`config.mk`:
```
export PLATFORM = sky130hd
export DESIGN_NAME = arith_tag_unit
export DESIGN_NICKNAME = d
export VERILOG_FILES = /design/src/rtl/arith_tag_pkg.sv /design/src/rtl/ata_adder.sv /design/src/rtl/ata_mul.sv /design/src/rtl/ata_state.sv /design/src/rtl/arith_tag_unit.sv
export SDC_FILE = /design/constraint.sdc
export NUM_CORES = 2
export LEC_CHECK = 0
export ABC_AREA = 1
export ABC_CLOCK_PERIOD_IN_PS = 8200
export BUFFER_PORTS_ARGS = -buffer_cell sky130_fd_sc_hd__buf_2
export CAP_MARGIN = 20
export CORE_ASPECT_RATIO = 1.5
export CORE_MARGIN = 1
export CORE_UTILIZATION = 52
export CTS_CLUSTER_SIZE = 16
export DETAILED_ROUTE_END_ITERATION = 7
export HOLD_SLACK_MARGIN = 0.06
export PLACE_DENSITY_LB_ADDON = 0.25
export SETUP_SLACK_MARGIN = 0.4
export SLEW_MARGIN = 0
export SYNTH_ARGS = -nofsm -noshare
export SYNTH_HDL_FRONTEND = slang
export SYNTH_SLANG_ARGS = --single-unit
export TNS_END_PERCENT = 50
```
`constraint.sdc`:
```
create_clock -name clk -period 8.2 [get_ports clk]
set_clock_uncertainty 0.15 [all_clocks]
set_input_delay 0 -clock clk [delete_from_list [all_inputs] [get_ports clk]]
set_output_delay 0 -clock clk [all_outputs]
set_load 0.05 [all_outputs]
```
`src/rtl/arith_tag_pkg.sv`:
```
package arith_tag_pkg;

   typedef enum logic [2:0] {
      OP_ADD  = 3'd0,
      OP_SUB  = 3'd1,
      OP_ADDC = 3'd2,
      OP_SUBC = 3'd3,
      OP_UMUL = 3'd4,
      OP_SMUL = 3'd5,
      OP_TADD = 3'd6,
      OP_RSVD = 3'd7
   } op_e;

   typedef struct packed {
      logic c32;
      logic v32;
      logic c64;
      logic v64;
   } flag_t;

endpackage

```
`src/rtl/ata_adder.sv`:
```
module ata_adder #(
   parameter int W = 64
) (
   input  logic [W-1:0] a,
   input  logic [W-1:0] b,
   input  logic         cin,
   output logic [W-1:0] sum,
   output logic         c_half,
   output logic         c_full,
   output logic         v_half,
   output logic         v_full
);
   localparam int H = W / 2;

   logic [H:0] lo_seg;
   logic [H:0] hi_seg;

   assign lo_seg = {1'b0, a[H-1:0]} + {1'b0, b[H-1:0]} + {{H{1'b0}}, cin};
   assign hi_seg = {1'b0, a[W-1:H]} + {1'b0, b[W-1:H]} + {{H{1'b0}}, lo_seg[H]};

   assign sum    = {hi_seg[H-1:0], lo_seg[H-1:0]};
   assign c_half = lo_seg[H];
   assign c_full = hi_seg[H];
   assign v_half = (a[H-1] == b[H-1]) && (lo_seg[H-1] != a[H-1]);
   assign v_full = (a[W-1] == b[W-1]) && (hi_seg[H-1] != a[W-1]);
endmodule

```
`src/rtl/ata_mul.sv`:
```
module ata_mul #(
   parameter int W      = 64,
   parameter bit SHARED = 1'b1
) (
   input  logic [W/2-1:0] a_lo,
   input  logic [W/2-1:0] b_lo,
   input  logic           is_signed,
   output logic [W-1:0]   prod
);
   localparam int H = W / 2;

   generate
      if (SHARED) begin : g_shared
         logic [W-1:0] ext_a;
         logic [W-1:0] ext_b;
         assign ext_a = {{H{is_signed & a_lo[H-1]}}, a_lo};
         assign ext_b = {{H{is_signed & b_lo[H-1]}}, b_lo};
         assign prod  = ext_a * ext_b;
      end else begin : g_split
         logic        [W-1:0] u_prod;
         logic signed [W-1:0] s_prod;
         assign u_prod = {{H{1'b0}}, a_lo} * {{H{1'b0}}, b_lo};
         assign s_prod = $signed({{H{a_lo[H-1]}}, a_lo}) * $signed({{H{b_lo[H-1]}}, b_lo});
         assign prod   = is_signed ? s_prod : u_prod;
      end
   endgenerate
endmodule

```
`src/rtl/ata_state.sv`:
```
module ata_state
   import arith_tag_pkg::*;
#(
   parameter int H = 32
) (
   input  logic         clk,
   input  logic         rst_n,
   input  logic         flag_we,
   input  flag_t        flag_d,
   input  logic         y_we,
   input  logic [H-1:0] y_d,
   input  logic         trap_d,
   output flag_t        flag_q,
   output logic [H-1:0] y_q,
   output logic         trap_q
);
   always_ff @(posedge clk or negedge rst_n) begin
      if (!rst_n) begin
         flag_q <= '0;
         y_q    <= '0;
         trap_q <= 1'b0;
      end else begin
         if (flag_we) flag_q <= flag_d;
         if (y_we)    y_q    <= y_d;
         trap_q <= trap_d;
      end
   end
endmodule

```
`src/rtl/arith_tag_unit.sv`:
```
module arith_tag_unit
   import arith_tag_pkg::*;
#(
   parameter int DATA_W     = 64,
   parameter int TAG_W      = 2,
   parameter bit SHARED_MUL = 1'b1
) (
   input  logic                clk,
   input  logic                rst_n,
   input  logic                in_valid,
   input  logic [2:0]          op_sel,
   input  logic [DATA_W-1:0]   src_a,
   input  logic [DATA_W-1:0]   src_b,
   input  logic                carry_in,
   output logic [DATA_W-1:0]   result,
   output logic                result_we,
   output logic [DATA_W/2-1:0] y_reg,
   output logic                flag_c32,
   output logic                flag_v32,
   output logic                flag_c64,
   output logic                flag_v64,
   output logic                tag_trap
);
   localparam int HALF_W = DATA_W / 2;

   generate
      if ((DATA_W % 2) != 0 || DATA_W < 8) begin : g_bad_width
         $error("arith_tag_unit: DATA_W must be even and at least 8");
      end
      if (TAG_W < 1 || TAG_W >= HALF_W) begin : g_bad_tag
         $error("arith_tag_unit: TAG_W must lie between 1 and DATA_W/2-1");
      end
   endgenerate

   op_e                op;
   logic               is_sub, is_arith, is_mul, tag_bad, trap_now;
   logic               add_cin;
   logic [DATA_W-1:0]  b_eff, sum, prod;
   logic               c_half, c_full, v_half, v_full;
   flag_t              flag_d, flag_q;

   assign op = op_e'(op_sel);

   always_comb begin
      is_sub   = (op == OP_SUB) || (op == OP_SUBC);
      is_mul   = (op == OP_UMUL) || (op == OP_SMUL);
      is_arith = (op == OP_ADD) || (op == OP_SUB) || (op == OP_ADDC) ||
                 (op == OP_SUBC) || (op == OP_TADD);
      unique case (op)
         OP_SUB:  add_cin = 1'b1;
         OP_ADDC: add_cin = carry_in;
         OP_SUBC: add_cin = ~carry_in;
         default: add_cin = 1'b0;
      endcase
   end

   assign b_eff = is_sub ? ~src_b : src_b;

   ata_adder #(.W(DATA_W)) u_add (
      .a(src_a), .b(b_eff), .cin(add_cin), .sum(sum),
      .c_half(c_half), .c_full(c_full), .v_half(v_half), .v_full(v_full)
   );

   ata_mul #(.W(DATA_W), .SHARED(SHARED_MUL)) u_mul (
      .a_lo(src_a[HALF_W-1:0]), .b_lo(src_b[HALF_W-1:0]),
      .is_signed(op == OP_SMUL), .prod(prod)
   );

   assign tag_bad  = (|src_a[TAG_W-1:0]) | (|src_b[TAG_W-1:0]);
   assign trap_now = in_valid && (op == OP_TADD) && (tag_bad || v_half);

   assign result    = is_mul ? prod : sum;
   assign result_we = in_valid && (is_arith || is_mul) && !trap_now;

   always_comb begin
      flag_d.c32 = is_sub ? ~c_half : c_half;
      flag_d.c64 = is_sub ? ~c_full : c_full;
      flag_d.v32 = v_half;
      flag_d.v64 = v_full;
   end

   ata_state #(.H(HALF_W)) u_state (
      .clk(clk), .rst_n(rst_n),
      .flag_we(in_valid && is_arith && !trap_now), .flag_d(flag_d),
      .y_we(in_valid && is_mul), .y_d(prod[DATA_W-1:HALF_W]),
      .trap_d(trap_now),
      .flag_q(flag_q), .y_q(y_reg), .trap_q(tag_trap)
   );

   assign flag_c32 = flag_q.c32;
   assign flag_v32 = flag_q.v32;
   assign flag_c64 = flag_q.c64;
   assign flag_v64 = flag_q.v64;
endmodule

```
=== Word-level counts from Yosys, hierarchy flattened ===
Index checks and enable logic that the tools add are counted.

* Add/subtract/negate cells: 4
* Multipliers: 1
* Equal/unequal tests: 10
* Muxes and demuxes: 5
* Bitwise gates (word level): 7
* Reduce and logical (&&, ||, !) cells: 21

{| class="wikitable"
|+ Operator list
! kind !! count
|-
| 64-bit 2-to-1 mux || 2
|-
| 32-bit by 32-bit adder with 33-bit output || 2
|-
| 33-bit by 1-bit adder with 33-bit output || 2
|-
| 33-bit by 33-bit multiplier with 64-bit output || 1
|-
| 64-bit inverter || 1
|-
| 3-bit == test, second input constant || 3
|-
| 1-bit logical AND || 9
|-
| 1-bit logical OR || 8
|-
| 3-bit by 2-bit == test with 1-bit output, second input constant || 2
|-
| 2-bit OR reduction || 2
|-
| 3-bit by 1-bit == test with 1-bit output, second input constant || 1
|-
| 3-bit logical NOT || 1
|-
| 1-bit inverter || 3
|-
| 1-bit case mux with 3 select lines || 1
|-
| 1-bit bitwise AND || 2
|-
| 1-bit == test || 2
|-
| 1-bit 2-to-1 mux || 2
|-
| 1-bit != test || 2
|-
| 1-bit logical NOT || 1
|-
| 1-bit OR || 1
|}

* Register bits after elaboration: 37
* Input bits: 135
* Output and inout port bits: 102

=== Longest topological paths before layout ===
* Depth in word-level cells: 11
* Mapped depth: 35

=== Modules after synthesis ===
A second synthesis with hierarchy kept.

* Cell total of the unflattened synthesis: 6277
* Area, all modules: 47222.8 um2

{| class="wikitable"
|+ Modules (own cells, without submodules)
! module !! times used !! cells an instance !! area an instance (um2) !! sequential area each (um2)
|-
| ata_mul || 1 || 4957 || 39674.3 || 0.0
|-
| ata_adder || 1 || 853 || 4405.5 || 0.0
|-
| arith_tag_unit || 1 || 313 || 1676.6 || 0.0
|-
| ata_state || 1 || 154 || 1466.4 || 925.9
|}

=== Worst setup path after synthesis ===
Ideal clock, no wire load.

* Path kind: input port to output port
* Start: input port src_a[31]
* End: output port result[63]
* Arrival time: 7.139 ns
* Required time: 8.050 ns
* Path slack: 0.911 ns
* Cell stages on the path: 31
* Buffers on the path: 2
* Cell sequence: buf_4 clkbuf_1 nand2_1 nor2_1 inv_1 fa_1 fa_1 inv_1 fa_1 inv_1 fa_1 fa_1 inv_1 fa_1 inv_1 fa_1 fa_1 inv_1 ha_1 nand2_1 nor3_1 inv_1 nor2_1 nand2_1 nor2_1 nand2_1 nand2_1 nand3_1 nand2_1 nand2_1 nand2_1

* Word-level cells in the longest chain between the ends: 4
* Elaborated cells between the ends (all ways): 6

{| class="wikitable"
|+ Ends and longest elaborated chain
! element !! line !! text
|-
| start, declared || arith_tag_unit.sv:12 || <nowiki>input logic [DATA_W-1:0] src_a,</nowiki>
|-
| 32-bit by 32-bit adder with 33-bit output || ata_adder.sv:18 || <nowiki>assign lo_seg = {1'b0, a[H-1:0]} + {1'b0, b[H-1:0]} + {{H{1'b0}}, cin};</nowiki>
|-
| 33-bit by 1-bit adder with 33-bit output || ata_adder.sv:18 ||
|-
| 33-bit by 1-bit adder with 33-bit output || ata_adder.sv:19 || <nowiki>assign hi_seg = {1'b0, a[W-1:H]} + {1'b0, b[W-1:H]} + {{H{1'b0}}, lo_seg[H]};</nowiki>
|-
| 64-bit 2-to-1 mux * || arith_tag_unit.sv:72 || <nowiki>assign result = is_mul ? prod : sum;</nowiki>
|-
| end, declared || arith_tag_unit.sv:15 || <nowiki>output logic [DATA_W-1:0] result,</nowiki>
|}

Every way passes the cells marked *; elsewhere a longest branch is shown, timed or not.

=== Worst setup path after layout ===
* Start: input port op_sel[2]
* End: output port result[41]

* Word-level cells in the longest chain between the ends: 7
* Elaborated cells between the ends (all ways): 17

{| class="wikitable"
|+ Ends and longest elaborated chain
! element !! line !! text
|-
| start, declared || arith_tag_unit.sv:11 || <nowiki>input logic [2:0] op_sel,</nowiki>
|-
| 3-bit by 1-bit == test with 1-bit output or 3-bit by 2-bit == test with 1-bit output (tied branches) || arith_tag_unit.sv:45, arith_tag_unit.sv:49 ||
|-
| 1-bit logical OR || arith_tag_unit.sv:45 || <nowiki>is_sub = (op == OP_SUB) || (op == OP_SUBC);</nowiki>
|-
| 64-bit 2-to-1 mux || arith_tag_unit.sv:57 || <nowiki>assign b_eff = is_sub ? ~src_b : src_b;</nowiki>
|-
| 32-bit by 32-bit adder with 33-bit output || ata_adder.sv:18 ||
|-
| 33-bit by 1-bit adder with 33-bit output || ata_adder.sv:18 ||
|-
| 33-bit by 1-bit adder with 33-bit output || ata_adder.sv:19 ||
|-
| 64-bit 2-to-1 mux * || arith_tag_unit.sv:72 ||
|}

Marks and branches as above.

==> implementation parameters <==
Parameter                              Value

Yosys
  Cell type with the highest aggregate area in the netlist ... fa_1
  Number of standard cells after synthesis ... 6,102
  Distinct cell type count after synthesis ... 50
  Yosys warning count ... 0
  Share of the synthesized area in the top cell type ... 0.488
  Syn Std Cell Area ... 46,400 um^2
  Post-Synthesis Mean Instance Area ... 7.60 um^2
  Main flop type after synthesis ... dfrtp_1
  Synthesized net count ... 7,640
  Sequential-to-total area share from yosys stat ... 0.0200
  Async set-reset flop share out of synthesis ... 1.00
  Number of enable flip-flop cells after synthesis ... 0
  Synthesis-stage register bit count ... 37
  Dominant cells by area after synthesis ... fa_1 49%, inv_1 13%, nand2_1 13%

Routing
  Length of routed met2 wiring ... 80,500 um
  Post-detailed-route DRC marker count ... 0
  Top Layer Used ... met5
  Antenna violation net count after detailed routing ... 0
  Detailed route wirelength on metal3 ... 9860 um
  Wirelength per Cell ... 21.2 um
  Count of vias placed by the detailed router ... 40,100
  Via density per instance ... 5.39
  Routed met1 length ... 53,400 um
  DRC marker count from the first detailed-route iteration ... 2,527
  Total Wirelength ... 158,000 um
  Number of optimization iterations in the first detailed-route pass ... 8

Global route
  Largest net degree at the start of global routing ... 49
  GRT Residual Overflow ... 0
  Antenna violations before repair ... 9
  Global-route wire length before repair ... 243,000 um
  Vias in the first global route ... 43,600
  Overall global routing resource usage ... 0.361

Clock network
  Clock Tree Root ... clkbuf_16
  Number of sinks on the clock net ... 37
  Depth of the CTS H-tree ... 2
  Skew-Pair Late Insertion Delay ... 0.31 ns
  Buffer levels on the longest clock path ... 2
  Number of buffers added by the clock tree synthesis step ... 5
  Clock-pin slew of the registers on the worst-case setup and hold paths ... 0.07 ns
  Clock tree from TritonCTS ... built

STA
  Max transition margin ... 0.341
  Final setup violation count ... 0
  Unrepaired setup endpoints after global routing ... yes
  Transition at the pin with the smallest max-transition slack ... 0.988 ns
  Final number of hold-violating endpoints ... 0
  Time the final worst path needs with I/O delays and setup ... 7.71 ns
  Number of slew-limit violations in the final report ... 0
  Summed negative setup slack over all endpoints ... 0 ns
  Fmax achieved ... 0.130 GHz
  Share of the cycle needed by the critical path after routing ... 0.940

Worst setup path
  Slowest cell delay on critical path ... 0.60 ns
  CP max stage cell ... fa_1
  Endpoint type of the worst setup path ... primary output
  Element type at the critical path start ... primary input
  Crit Path Class ... in2out
  CP most frequent cell ... fa_1
  Worst R2R Setup Slack ... 7.38 ns
  Worst-path fanout max ... 20
  Required time of the critical path ... 8.05 ns
  Worst path arrival time ... 7.56 ns

Place
  Number of buffer cells added on primary ports ... 236
  Detailed placer's ending HPWL ... 137,000 um
  Routability congestion estimate ... 1.01

Min path
  Type of the worst min-delay path ... in2reg

Floorplanning
  Total core area ... 88,000 um^2
  Overall die area ... 90,400 um^2
  Die Span Y ... 368 um
  Die W ... 246 um
  Initial core utilization ... 0.527
  Num rows ... 133
  I/O pin count ... 237

Final layout
  Final-stage net count ... 7,831
  Fraction of final layout cells sized beyond drive strength 1 ... 0.102
  Syn-to-layout area delta ... 8.69%
  Count of filler cells inserted in the layout ... 8,284

Status
  Result of the run ... complete, no violations

Run
  Max Cap Violations ... 0
registers in the layout (all words and copies together), names as in the netlist:
register / flops
u_state.y_q: 32
u_state.flag_q: 4
u_state.trap_q: 1
timing repair:
| action | 4_1_cts | 5_1_grt |
|---|---|---|
| hold buffers | 3 | 0 |
| endpoints found under the hold margin | 42 | 0 |
| gates resized for setup | 16 | 133 |
| setup endpoints to repair | 22 | 38 |
| pin swaps | 0 | 4 |
| buffers inserted | 3 | 7 |
metal layers:
metal  global-route usage  up-vias
li1                     -    17800
met2                0.639     1651
met4                0.252       12
met5                    0        -
met3               0.0454      556
met1                0.397    20100
worst paths after layout:
kind,start,endpoint,cells after the start
max,op_sel[2],result[41],32
min,src_a[63],u_state.flag_q[0]$_DFFE_PN0P_,6
max reg2reg,u_state.y_q[3]$_DFFE_PN0P_,u_state.y_q[3]$_DFFE_PN0P_,2
min reg2reg,u_state.y_q[16]$_DFFE_PN0P_,u_state.y_q[16]$_DFFE_PN0P_,2
max in group asynchronous,rst_n,u_state.y_q[19]$_DFFE_PN0P_,2
min in group asynchronous,rst_n,u_state.flag_q[0]$_DFFE_PN0P_,2
critical path, delay by kind of cell:
kind,cells,cell delay [ns]
AO/OA/AOI/OAI,2,0.36
adder cells (fa/ha/maj),9,4.54
buffers and inverters,13,1.54
AND/OR/NAND/NOR,8,1.08
layout make-up:
type | instances | area, um^2 | share of cell area
clock inverter | 3 | 21.3 | 0.000422
inverter | 1671 | 6290 | 0.125
clock buffer | 5 | 125 | 0.00248
multi-input combinational | 4106 | 38400 | 0.761
antenna | 1 | 2.50 | 0.0000497
sequential | 37 | 926 | 0.0184
tap | 1147 | 1440 | 0.0285
timing repair buffer | 472 | 3230 | 0.0641
cells in the final DEF, fill, tap and decap left out, drive strengths merged, types with 3 or more instances in the layout:
cell type / n
a21boi: 3
a21o: 12
a21oi: 176
a31oi: 9
and2: 3
buf: 432
clkbuf: 42
clkinvlp: 5
dfrtp: 37
dlygate4sd3: 3
fa: 1129
ha: 274
inv: 1668
nand2: 1641
nand3: 187
nand3b: 17
nand4: 29
nor2: 274
nor3: 23
nor4: 7
o211ai: 3
o21a: 8
o21ai: 153
o21bai: 18
o22ai: 3
or2: 19
xnor2: 26
xor2: 83
cells by family (layout without fill, tap and decap cells):
kind of cell               after synthesis  after routing  synth area share
DFF                                     37             37            0.0200
adders and majority gates             1403           1403             0.562
other                                    0              1                 0
xor gates and xnor gates               109            109            0.0206
buffers and inverters                 1959           2151             0.159
AOI/OAI and AO/OA                      391            391            0.0463
and+or+nand+nor                       2203           2203             0.193
per-stage QoR:
step / setup WS (ns) / hold slack [ns] / instances / cell area (um^2) / util
after CTS: 0.324 / 0.0691 / 7434 / 49900 / 0.567
after global placement: 0.123 / 0.0462 / 7420 / 49700 / 0.564
after floorplan: 0.911 / -0.446 / 6102 / 46400 / -
final: 0.491 / 0.0628 / 7442 / 50400 / 0.572
after detailed placement: 0.134 / 0.0523 / 7420 / 49700 / 0.564
after global routing: 0.334 / 0.101 / 7441 / 50400 / 0.572
cell usage after synthesis (5+ instances only):
| library cell | instances |
|---|---|
| a31oi_1 | 9 |
| a21o_1 | 12 |
| inv_1 | 1663 |
| o21ai_0 | 129 |
| nor2_2 | 6 |
| inv_2 | 8 |
| nand3_2 | 7 |
| clkbuf_1 | 266 |
| or2_2 | 14 |
| nand2_2 | 21 |
| a21oi_2 | 6 |
| nor4_1 | 5 |
| xnor2_1 | 26 |
| nand3_1 | 180 |
| o21bai_1 | 16 |
| nand2_1 | 1618 |
| a21oi_1 | 170 |
| nand4_1 | 29 |
| nor3_1 | 20 |
| buf_2 | 8 |
| buf_1 | 13 |
| dfrtp_1 | 37 |
| fa_1 | 1129 |
| o21ai_1 | 20 |
| xor2_1 | 83 |
| ha_1 | 274 |
| nand3b_1 | 17 |
| nor2_1 | 265 |
| o21a_1 | 8 |
Power is not shown: default switching activity piles up to over one toggle a cycle in this logic, so the estimate is an artifact.
